$ cat config.mk
export PLATFORM = sky130hd
export DESIGN_NAME = flag_unit
export DESIGN_NICKNAME = d
export VERILOG_FILES = /design/src/rtl/flagcalc_pkg.sv /design/src/rtl/flag_ctl.sv /design/src/rtl/flag_dp.sv /design/src/rtl/flag_unit.sv
export SDC_FILE = /design/constraint.sdc
export NUM_CORES = 1
export LEC_CHECK = 0
export BUFFER_PORTS_ARGS = -buffer_cell sky130_fd_sc_hd__buf_2
export CELL_PAD_IN_SITES_DETAIL_PLACEMENT = 1
export CELL_PAD_IN_SITES_GLOBAL_PLACEMENT = 2
export CORE_ASPECT_RATIO = 1.4
export CORE_MARGIN = 4
export CORE_UTILIZATION = 31
export DETAILED_ROUTE_END_ITERATION = 7
export PLACE_DENSITY_LB_ADDON = 0.1
export SLEW_MARGIN = 40
export SYNTH_ARGS = -nofsm -noshare
export SYNTH_HDL_FRONTEND = slang
export SYNTH_SLANG_ARGS = --single-unit
$ cat constraint.sdc
create_clock -name clk -period 13.1 [get_ports clk]
set_input_delay 2.62 -clock clk [delete_from_list [all_inputs] [get_ports clk]]
set_output_delay 2.62 -clock clk [all_outputs]
set_load 0.01 [all_outputs]
$ cat src/rtl/flagcalc_pkg.sv
package flagcalc_pkg;

  localparam int DATA_W = 32;
  localparam int FLAG_W = 12;
  localparam int LANES  = 3;

  localparam int CF_POS = 0;
  localparam int PF_POS = 2;
  localparam int AF_POS = 4;
  localparam int ZF_POS = 6;
  localparam int SF_POS = 7;
  localparam int OF_POS = 11;

  localparam logic [FLAG_W-1:0] FLAG_VALID = FLAG_W'((1 << CF_POS) | (1 << PF_POS) |
                                                     (1 << AF_POS) | (1 << ZF_POS) |
                                                     (1 << SF_POS) | (1 << OF_POS));

  typedef enum logic [1:0] {
    OP_ADD = 2'd0,
    OP_SUB = 2'd1,
    OP_AND = 2'd2,
    OP_XOR = 2'd3
  } opKind_e;

  typedef struct packed {
    logic             isSub;
    logic             isLogic;
    logic             logicXor;
    logic [LANES-1:0] widthOh;
    logic             loadCalc;
    logic             loadWrite;
  } flagCtl_t;

endpackage

$ cat src/rtl/flag_ctl.sv
module flag_ctl
  import flagcalc_pkg::*;
(
  input  logic       clk,
  input  logic       rstN,
  input  logic [1:0] opCode,
  input  logic [1:0] opWidth,
  input  logic       updEn,
  input  logic       wrEn,
  output flagCtl_t   ctl
);

  opKind_e opKind;

  always_comb begin
    opKind        = opKind_e'(opCode);
    ctl           = '0;
    ctl.isSub     = (opKind == OP_SUB);
    ctl.isLogic   = (opKind == OP_AND) || (opKind == OP_XOR);
    ctl.logicXor  = (opKind == OP_XOR);
    case (opWidth)
      2'd0:    ctl.widthOh = 3'b001;
      2'd1:    ctl.widthOh = 3'b010;
      default: ctl.widthOh = 3'b100;
    endcase
    ctl.loadCalc  = updEn;
    ctl.loadWrite = wrEn;
  end

  AST_WIDTH_ONEHOT: assert property (@(posedge clk) disable iff (!rstN)
    $countones(ctl.widthOh) == 1);

  AST_OP_EXCLUSIVE: assert property (@(posedge clk) disable iff (!rstN)
    !(ctl.isSub && ctl.isLogic));

endmodule

$ cat src/rtl/flag_dp.sv
module flag_dp
  import flagcalc_pkg::*;
(
  input  logic              clk,
  input  logic              rstN,
  input  flagCtl_t          ctl,
  input  logic [DATA_W-1:0] opA,
  input  logic [DATA_W-1:0] opB,
  input  logic [FLAG_W-1:0] wrMask,
  input  logic [FLAG_W-1:0] wrData,
  output logic [DATA_W-1:0] resOut,
  output logic [FLAG_W-1:0] flagD,
  output logic [FLAG_W-1:0] flagQ
);

  logic [LANES-1:0][DATA_W-1:0] laneRes;
  logic [LANES-1:0][FLAG_W-1:0] laneFlg;

  for (genvar gi = 0; gi < LANES; gi++) begin : g_lane
    localparam int LW = 8 << gi;
    logic [LW-1:0] aL, bL, bEff, r;
    logic [LW:0]   sumExt;
    logic          cf, of, af;
    logic [FLAG_W-1:0] f;

    always_comb begin
      aL     = opA[LW-1:0];
      bL     = opB[LW-1:0];
      bEff   = ctl.isSub ? ~bL : bL;
      sumExt = {1'b0, aL} + {1'b0, bEff} + {{LW{1'b0}}, ctl.isSub};
      if (ctl.isLogic) begin
        r  = ctl.logicXor ? (aL ^ bL) : (aL & bL);
        cf = 1'b0;
        of = 1'b0;
        af = 1'b0;
      end else begin
        r  = sumExt[LW-1:0];
        cf = sumExt[LW] ^ ctl.isSub;
        of = (aL[LW-1] == bEff[LW-1]) && (r[LW-1] != aL[LW-1]);
        af = aL[4] ^ bEff[4] ^ sumExt[4] ^ ctl.isSub;
      end
      f         = '0;
      f[CF_POS] = cf;
      f[PF_POS] = ~^r[7:0];
      f[AF_POS] = af;
      f[ZF_POS] = (r == '0);
      f[SF_POS] = r[LW-1];
      f[OF_POS] = of;
    end

    assign laneRes[gi] = DATA_W'(r);
    assign laneFlg[gi] = f;
  end

  always_comb begin
    resOut = '0;
    flagD  = '0;
    for (int i = 0; i < LANES; i++) begin
      if (ctl.widthOh[i]) begin
        resOut = resOut | laneRes[i];
        flagD  = flagD | laneFlg[i];
      end
    end
  end

  logic [FLAG_W-1:0] effMask;
  assign effMask = wrMask & FLAG_VALID;

  always_ff @(posedge clk) begin
    if (!rstN) begin
      flagQ <= '0;
    end else if (ctl.loadWrite) begin
      flagQ <= (flagQ & ~effMask) | (wrData & effMask);
    end else if (ctl.loadCalc) begin
      flagQ <= flagD;
    end
  end

  AST_REG_HOLD: assert property (@(posedge clk) disable iff (!rstN)
    (!ctl.loadCalc && !ctl.loadWrite) |=> $stable(flagQ));

  AST_REG_LOAD: assert property (@(posedge clk) disable iff (!rstN)
    (ctl.loadCalc && !ctl.loadWrite) |=> (flagQ == $past(flagD)));

  AST_WRITE_WINS: assert property (@(posedge clk) disable iff (!rstN)
    ctl.loadWrite |=> (((flagQ ^ $past(wrData)) & $past(wrMask) & FLAG_VALID) == '0));

  AST_WRITE_KEEPS: assert property (@(posedge clk) disable iff (!rstN)
    ctl.loadWrite |=> (((flagQ ^ $past(flagQ)) & ~$past(wrMask)) == '0));

  AST_UNUSED_ZERO: assert property (@(posedge clk) disable iff (!rstN)
    ((flagQ | flagD) & ~FLAG_VALID) == '0);

  AST_LOGIC_CLEARS: assert property (@(posedge clk) disable iff (!rstN)
    ctl.isLogic |-> (!flagD[CF_POS] && !flagD[OF_POS] && !flagD[AF_POS]));

  AST_NARROW_RESULT: assert property (@(posedge clk) disable iff (!rstN)
    ctl.widthOh[0] |-> (resOut[DATA_W-1:8] == '0));

  AST_ZERO_TRACKS: assert property (@(posedge clk) disable iff (!rstN)
    flagD[ZF_POS] |-> (resOut == '0));

endmodule

$ cat src/rtl/flag_unit.sv
module flag_unit
  import flagcalc_pkg::*;
(
  input  logic        clk,
  input  logic        rstN,
  input  logic [31:0] opA,
  input  logic [31:0] opB,
  input  logic [1:0]  opCode,
  input  logic [1:0]  opWidth,
  input  logic        updEn,
  input  logic        wrEn,
  input  logic [11:0] wrMask,
  input  logic [11:0] wrData,
  output logic [31:0] result,
  output logic [11:0] flagsNow,
  output logic [11:0] flagsReg
);

  flagCtl_t ctl;

  flag_ctl u_ctl (
    .clk     (clk),
    .rstN    (rstN),
    .opCode  (opCode),
    .opWidth (opWidth),
    .updEn   (updEn),
    .wrEn    (wrEn),
    .ctl     (ctl)
  );

  flag_dp u_dp (
    .clk    (clk),
    .rstN   (rstN),
    .ctl    (ctl),
    .opA    (opA),
    .opB    (opB),
    .wrMask (wrMask),
    .wrData (wrData),
    .resOut (result),
    .flagD  (flagsNow),
    .flagQ  (flagsReg)
  );

endmodule

---- Word level (Yosys, flattened, before mapping) ----
Index checks and enable logic that the tools add are counted.
storage, ports and cells
  bits in registers ....................... 12
  input port bits ......................... 96
  output and inout bits ................... 56
  word-level logic and storage cells ...... 85
cells by class
  $add $sub $neg .......................... 6
  equality and inequality tests ........... 10
  mux-type cells .......................... 27
  bitwise logic cells ..................... 29
  reduce and logical (&&, ||, !) cells .... 12
operators with widths
  operator            number
  $mux W32            5
  $mux W12            5
  $mux W16            3
  $or A12 B12 Y12     3
  $add A32 B32 Y33    1
  $add A33 B1 Y33     1
  $and A32 B32 Y32    1
  $logic_not A32 Y1   1
  $mux W8             4
  $not A32 Y32        1
  $or A32 B32 Y32     1
  $xor A32 B32 Y32    1
  $and A12 B12 Y12    2
  $reduce_xnor A8 Y1  3
  $add A16 B16 Y17    1
  $add A17 B1 Y17     1
  $and A16 B16 Y16    1
  $logic_not A16 Y1   1
  $not A16 Y16        1
  $or A8 B16 Y16      1
  $xor A16 B16 Y16    1
  $not A12 Y12        1
  $xor A1 B1 Y1       12
  $add A8 B8 Y9       1
  other kinds (15)    31

---- Logic depth before layout (Yosys ltp) ----
Gate-level depths: netlist (run 1).
  depth after elaboration ................. 14
  mapped depth ............................ 24
  gate-level depth less buffers ........... 21

---- By module ----
Synthesis (run 1) repeated with hierarchy kept, for this count alone.
second synthesis, totals
  cell total of the unflattened synthesis .. 627
  area, all modules ....................... 4471.8 µm²
by module, submodules not included
  module    instances  cells each  area an instance (µm²)  sequential area each (µm²)
  flag_dp   1          619         4426.7                  120.1
  flag_ctl  1          8           45.0                    0.0

---- Worst setup path after synthesis (run 1) ----
No wires, ideal clock.
  kind .................................... input to output
  start point ............................. in opCode[0]
  end point ............................... out flagsNow[6]
  arrival ................................. 7.196 ns
  data required time ...................... 10.480 ns
  slack ................................... 3.284 ns
  stages .................................. 24
  buffers on the path ..................... 5
  cells stage by stage .................... buf_2 buf_2 buf_1 clkbuf_1 nand2_1 buf_1 xnor2_1 ha_1 o21ai_1 a21oi_2 nor2b_1 o21ai_1 xnor2_1 o21ai_1 inv_1 ha_1 nand4_1 a21oi_1 o211ai_1 nor4_1 nand3_2 nor4_1 nand4_1 nand2_1
on the way
  word-level cells in the longest chain between the ends .. 11
  elaborated cells between the ends (all ways) .. 27
  classes of those cells .................. add/sub: 6; eq/ne: 3; mux: 12; bitwise: 2; reduce/logical: 4
RTL lines
  what                                                                       line             source
  start, declared                                                            flag_unit.sv:8   input logic [1:0] opCode,
  parallel branches: the longest is 10 deep, another holds $add A32 B32 Y33  --
  $mux W12 *                                                                 flag_dp.sv:59    if (ctl.widthOh[i]) begin
  end, declared                                                              flag_unit.sv:15  output logic [11:0] flagsNow,
Mark *: on every way between the ends.

---- Worst setup path after layout (run 1) ----
  start point ............................. in opCode[1]
  end point ............................... out flagsNow[6]
Same word-level chain as after synthesis.

==> metrics.md, run 1 <==
| Metric | Value |
|---|---|
| Nets@finish | between 800 and 900 |
| WP data required | between 10 and 15 ns |
| First-pass GRT wire length | ~28000 microns |
| Die area | around 17000 sq um |
| Critical path fanouts, max | 18 |
| CTS Sinks | 6 |
| Setup Buffers After CTS | 0 |
| Crit path cell chain | buf_2 > clkinv_1 > nand2_2 > buf_4 > xnor2_1 > ha_1 > o21ai_1 > a21oi_2 > nor2b_1 > o21ai_1 > xnor2_1 > o21ai_1 > inv_1 > ha_1 > nand4_1 > a21oi_1 > o211ai_1 > nor4_1 > nand3_2 > nor4_1 > nand4_1 > nand2_1 > buf_2 |
| Setup TNS | 0 ns |
| # port buffers | between 100 and 150 |
| Critical path type | in2out |
| Max Root-Sink Buffers | 2 |
| Mean routed wirelength per cell | 19.4 microns |
| Routed WL | approximately 18000 microns |
| Worst path slowest cell | nor4_1 |
| Asr flop ratio synth | 0% |
| Worst-Margin Slew | roughly 0.76 ns |
| Fin crit share | between 70% and 80% |
| Clk Latency, worst-skew pair | between 0.2 and 0.25 ns |
| Post-synthesis sequential area ratio | 2.63% |
| Vias | between 5000 and 6000 |
| Largest reg by FF count | u_dp.flagQ |
| Min cycle time layout | about 10 ns |
| Max Transition Viols Final | 0 |
| Status | complete, no violations |
| Remaining antenna violation count after routing | 0 |
| Detailed placement HPWL | between 10000 and 15000 microns |
| Clock transition at path regs | 0.03 ns |
| Top-count cell post-synth | ha_1 |
| Hold buffer count at cts | 0 |
| Commonest cells post-synth | ha_1 (69), nand2_1 (59), nor2_1 (53), xnor2_1 (46), a21oi_1 (43) |
| Area contributors post-synth | ha_1 (19%), xnor2_1 (8.8%), mux2i_1 (5.7%) |
| CTS root buf | clkbuf_16 |
| Max Fclk | about 98 MHz |
| Slew HR | between 40% and 50% |
| Pwr/cell area | ~76 nW/um^2 |
| Vias in the first global route | about 5400 |
| Synth top area share | a little under a fifth |
| Distinct cells, synth | 76 |
| Hold Path Class | reg2reg |
| Initial antenna violation count | 1 |
| Ys Warns | 0 |
| End-of-flow core utilization | a little under two fifths |
| Largest net degree at the start of global routing | 64 |
| Fillers | roughly 1900 |
| Peak VDD IR | between 0.00004 and 0.00005 V |
| Hold violation count in the final report | 0 |
| Crit-path most repeated cell | o21ai_1 |
| Starting density of the core | approximately a third |
| Hold slack | 0.543 ns |
| Arr. time, crit path | between 7 and 8 ns |
| GRT Util Overall | between 20% and 30% |
| Number of buffers created by CTS | 3 |
| RD Place Congestion | 0.851 |
| Primary FF master, synth | dfxtp_1 |
| GRT overflow | 0 |
| Core Footprint | roughly 14000 sq um |
| Setup crit end kind | primary output |
| Die H | roughly 150 microns |
| Number of top-level pins | 152 |
| Pre-antenna DRT Iters | 4 |
| Top flop regs | u_dp.flagQ: 6 flops |
| Post-Synthesis Cell Area | 4560 sq um |
| CTS resizes | 0 |
| P&R area growth vs syn | 17.4% |
| Vias per cell | roughly 5.6 |
| P_leak | around 2.5 nW |
| Setup violators final | 0 |
| Post-synth EDFFs | 0 |
| DRC viols | 0 |
| Synth Instances | about 630 |
| Largest register FFs | 6 |
| CP Launch Type | primary input |
| Register bit total from synthesis | 6 |
| RSZ-0062 raised after global routing | no |
| # H-tree levels | 1 |
| Max Clock Skew | 0 ns |
| Max_cap viols | 0 |
| Total power | 0.000406 W |
| Avg Synthesized Cell Area | slightly above 7 sq um |
| Drt initial violations | between 150 and 200 |
| Die width | ~110 microns |
| TritonCTS clock tree | yes |
| Post-synth top area cell | ha_1 |
| Placement row count | 52 |
| Layout cell share with drive strength beyond 1 | about a quarter |
| CP max stage delay | between 0.4 and 0.5 ns |
## stage by stage
step	area (sq um)	cells	setup slack [ns]
4_1_cts	5360	918	2.71
3_3_place_gp	5280	915	2.84
5_1_grt	5360	919	2.40
3_5_place_dp	5280	915	2.73
6_report	5360	919	2.87
2_1_floorplan	4600	638	3.28
## cell type report
| cell class | count | area [sq um] | share of cell area (%) |
|---|---|---|---|
| antenna | 1 | 2.50 | 0.0467 |
| clock buffer | 3 | 75.1 | 1.40 |
| inverter | 21 | 78.8 | 1.47 |
| multi-input combinational | 567 | 4170 | 77.9 |
| sequential | 6 | 120 | 2.24 |
| tap | 189 | 236 | 4.41 |
| timing repair buffer | 132 | 673 | 12.6 |
## routing by layer
metal	share of wire, %	vias up	GRT usage [%]	routed length, microns
li1	-	2528	-	-
met1	40	2467	22.6	7160
met2	55	101	41.9	9820
met3	2.5	18	1.43	449
met4	2.0	0	4.13	358
met5	0	-	0	0
## cells by family after synthesis
logic type                 after synthesis  synth area share [%]
buffers and inverters                   65                  6.88
muxes                                   36                  8.25
AOI/OAI and AO/OA                      170                  27.3
and+or+nand+nor                        227                  25.5
adders and majority gates               70                  19.4
DFF                                      6                  2.63
xor gates and xnor gates                52                  9.98
other                                    1                0.0822
## power by group
group / switching (W) / internal, W / total, W
clock: 0.0000101 / 0.0000392 / 0.0000493
sequential: 0.000000971 / 0.0000204 / 0.0000214
combinational: 0.000202 / 0.000133 / 0.000335
## worst max-delay path, delay by kind of cell
family	cells	cell delay, ns
AO/OA/AOI/OAI	6	1.19
XOR/XNOR	2	0.29
adder cells (fa/ha/maj)	2	0.53
buffers and inverters	5	0.92
AND/OR/NAND/NOR	8	2.03
## worst paths after layout
kind	start	endpoint	slack [ns]	depth (start not counted)
hold / removal	u_dp.flagQ[0]	u_dp.flagQ[0]	0.54	2
setup / recovery	opCode[1]	flagsNow[6]	2.87	23
setup reg to reg	u_dp.flagQ[7]	u_dp.flagQ[7]	12.35	2
hold reg to reg	u_dp.flagQ[0]	u_dp.flagQ[0]	0.54	2
## layout by cell type, fill, tap and decap left out, types with 14 or more instances in the layout
cell / netlist / final
buf_2: 7 / 127
mux2i_1: 26 / 26
inv_1: 19 / 19
nand4_1: 14 / 14
nor2_1: 53 / 53
xnor2_1: 46 / 46
a21oi_1: 43 / 43
nor3_1: 22 / 22
ha_1: 69 / 69
nand2_1: 59 / 58
No activity file was read; power rests on OpenSTA's default activity.
==> run 2, diff against run 1 <==
--- a/config.mk
+++ b/config.mk
@@ -10,7 +10,7 @@
 export CELL_PAD_IN_SITES_GLOBAL_PLACEMENT = 2
 export CORE_ASPECT_RATIO = 1.4
 export CORE_MARGIN = 4
-export CORE_UTILIZATION = 31
+export CORE_UTILIZATION = 26
 export DETAILED_ROUTE_END_ITERATION = 7
 export PLACE_DENSITY_LB_ADDON = 0.1
 export SLEW_MARGIN = 40
==> constraint.sdc (replaced) <==
create_clock -name clk -period 8.4 [get_ports clk]
set_input_delay 1.68 -clock clk [delete_from_list [all_inputs] [get_ports clk]]
set_output_delay 1.68 -clock clk [all_outputs]
set_load 0.01 [all_outputs]
==> metrics.md, run 2 (same netlist as run 1, synthesis figures left out) <==
| Metric | Value |
|---|---|
| Status | complete, no violations |
| Detailed placement HPWL | roughly 16000 microns |
| Combinational power share | 82.6% |
| Critical path fanouts, max | 7 |
| Starting density of the core | about a quarter |
| RSZ-0062 raised after global routing | no |
| Fillers | between 2000 and 2500 |
| Die area | just under 20000 sq um |
| GRT overflow | 0 |
| Mean routed wirelength per cell | 19.2 microns |
| Largest net degree at the start of global routing | 63 |
| Die width | ~120 microns |
| Largest reg by FF count | u_dp.flagQ |
| Arr. time, crit path | between 6 and 7 ns |
| Worst-Margin Slew | roughly 0.78 ns |
| Max Transition Viols Final | 0 |
| Min cycle time layout | ~8 ns |
| Placement row count | 57 |
| P_int | between 0.0003 and 0.0004 W |
| Remaining antenna violation count after routing | 0 |
| Vias | approximately 5000 |
| RR Endpoint | u_dp.flagQ[11] |
| FF-to-FF Start | u_dp.flagQ[11] |
| RD Place Congestion | approximately 0.85 |
| Core Footprint | roughly 17000 sq um |
| Crit-path most repeated cell | o21ai_1 |
| CTS Sinks | 6 |
| First-pass GRT wire length | around 30000 microns |
| Drt initial violations | between 150 and 200 |
| CP Launch Type | primary input |
| Hold Path Sink | u_dp.flagQ[0] |
| Crit path cell chain | buf_2 > clkinv_1 > nand2_2 > xnor2_1 > ha_1 > and3_1 > o21ai_1 > a21oi_2 > nor2b_1 > o21ai_1 > xnor2_1 > o21ai_1 > inv_1 > ha_1 > nand4_1 > a21oi_1 > o211ai_1 > nor4_1 > nand3_2 > nor4_1 > nand4_1 > nand2_1 > buf_2 |
| Fin crit share | approximately 94% |
| Hold violation count in the final report | 0 |
| Vias per cell | between 5 and 6 |
| DRC viols | 0 |
| Max Root-Sink Buffers | 2 |
| Number of top-level pins | 152 |
| Hold buffer count at cts | 0 |
| Seq pwr share | under 10% |
| Top flop regs | u_dp.flagQ: 6 flops |
| Max Fclk | about 130 MHz |
| Worst path slowest cell | nor4_1 |
| GRT Util Overall | a little under a fifth |
| Clock transition at path regs | 0.04 ns |
| Worst path bufs/invs | 4 |
| Pwr/cell area | approximately 120 nW/um^2 |
| Hold path start | u_dp.flagQ[0] |
| CTS root buf | clkbuf_16 |
| Register area | 120 sq um |
| Number of buffers created by CTS | 3 |
| CP max stage delay | 0.46 ns |
| P&R area growth vs syn | 19.0% |
| # port buffers | between 100 and 150 |
| Hold Path Class | reg2reg |
| WHS Path Cells | 2 |
| Initial antenna violation count | 0 |
| CTS resizes | 0 |
| Area taken by multi-input logic gates | 4170 sq um |
| Highest-count cells in the layout ignoring fill and taps | buf_2 (127), ha_1 (69), nand2_1 (58) |
| Pre-CTS setup slack | approximately 0.41 ns |
| Slew HR | roughly 48% |
| Critical path type | in2out |
| Layout cell share with drive strength beyond 1 | about a quarter |
| # H-tree levels | 1 |
| Reg2reg path depth | 3 |
| Final worst setup slack | ~0.5 ns |
| Hold slack | approximately 0.54 ns |
| P_leak | about 2.5 nW |
| Family with the most delay on the worst path | simple AND/OR/NAND/NOR gates |
| Setup TNS | 0 ns |
| Max_cap viols | 0 |
| Largest register FFs | 6 |
| TritonCTS clock tree | yes |
| Clock power frac | between 10 and 15% |
| Die H | approximately 160 microns |
| Routed WL | about 19000 microns |
| Setup crit end kind | primary output |
| R2r setup slk | ~7.7 ns |
| Max Clock Skew | 0 ns |
| Setup Buffers After CTS | 0 |
| Pre-antenna DRT Iters | 4 |
| Antenna cells | 0 |
| Nets@finish | approximately 900 |
| Peak VDD IR | ~0.000086 V |
| Clk Latency, worst-skew pair | roughly 0.23 ns |
| Most common cell after layout, fill and taps aside | buf_2 |
| P_sw | approximately 0.00034 W |
| Setup violators final | 0 |
| Sw frac | between 50% and 60% |
| WP data required | between 6 and 7 ns |
| Vias in the first global route | ~5600 |
run 2: area by class of cell:
class                      count  share of cell area (%)
inverter                      21                    1.45
multi-input combinational    567                    76.8
tap                          236                    5.44
sequential                     6                    2.21
clock buffer                   3                    1.38
timing repair buffer         134                    12.7
run 2: worst min-delay path, delay by kind of cell (launching register included):
| kind | cells | cell delay, ns |
|---|---|---|
| DFF | 1 | 0.30 |
| AOI/OAI and AO/OA | 2 | 0.19 |
run 2: power groups by stage:
| stage | Clock, W | Combinational, W | Sequential, W |
|---|---|---|---|
| final | 0.0000784 | 0.000529 | 0.0000334 |
| after CTS | 0.0000803 | 0.000538 | 0.0000335 |
| after global routing | 0.0000815 | 0.000591 | 0.0000337 |
| after detailed placement | 0 | 0.000534 | 0.0000340 |
| after floorplan | 0 | 0.000360 | 0.0000351 |
| after global placement | 0 | 0.000525 | 0.0000338 |
run 2: routing by layer:
layer	GRT usage, %	share of wire [%]	wire length, microns	up-vias
li1	-	-	-	2531
met1	20.2	40	7380	2487
met2	37.5	55	10300	102
met3	0.993	2.1	386	26
met4	4.90	2.8	520	0
met5	0	0	0	-
run 2: worst max path at each step:
| stage | startpoint | to | cells after the start |
|---|---|---|---|
| floorplan | opCode[0] | flagsNow[6] | 24 |
| global placement | opCode[1] | flagsNow[6] | 23 |
| detailed placement | opCode[1] | flagsNow[6] | 23 |
| CTS | opCode[1] | flagsNow[6] | 23 |
| global route | opCode[1] | flagsNow[6] | 23 |
| finish | opCode[1] | flagsNow[6] | 23 |
run 2: stage by stage:
stage / area (sq um) / std cells / utilization, % / total power [W]
floorplan: 4600 / 638 / - / 0.000395
global placement: 5360 / 964 / 30.9 / 0.000559
detailed placement: 5360 / 964 / 30.9 / 0.000568
CTS: 5430 / 967 / 31.3 / 0.000651
global route: 5430 / 967 / 31.3 / 0.000707
finish: 5430 / 967 / 31.3 / 0.000641
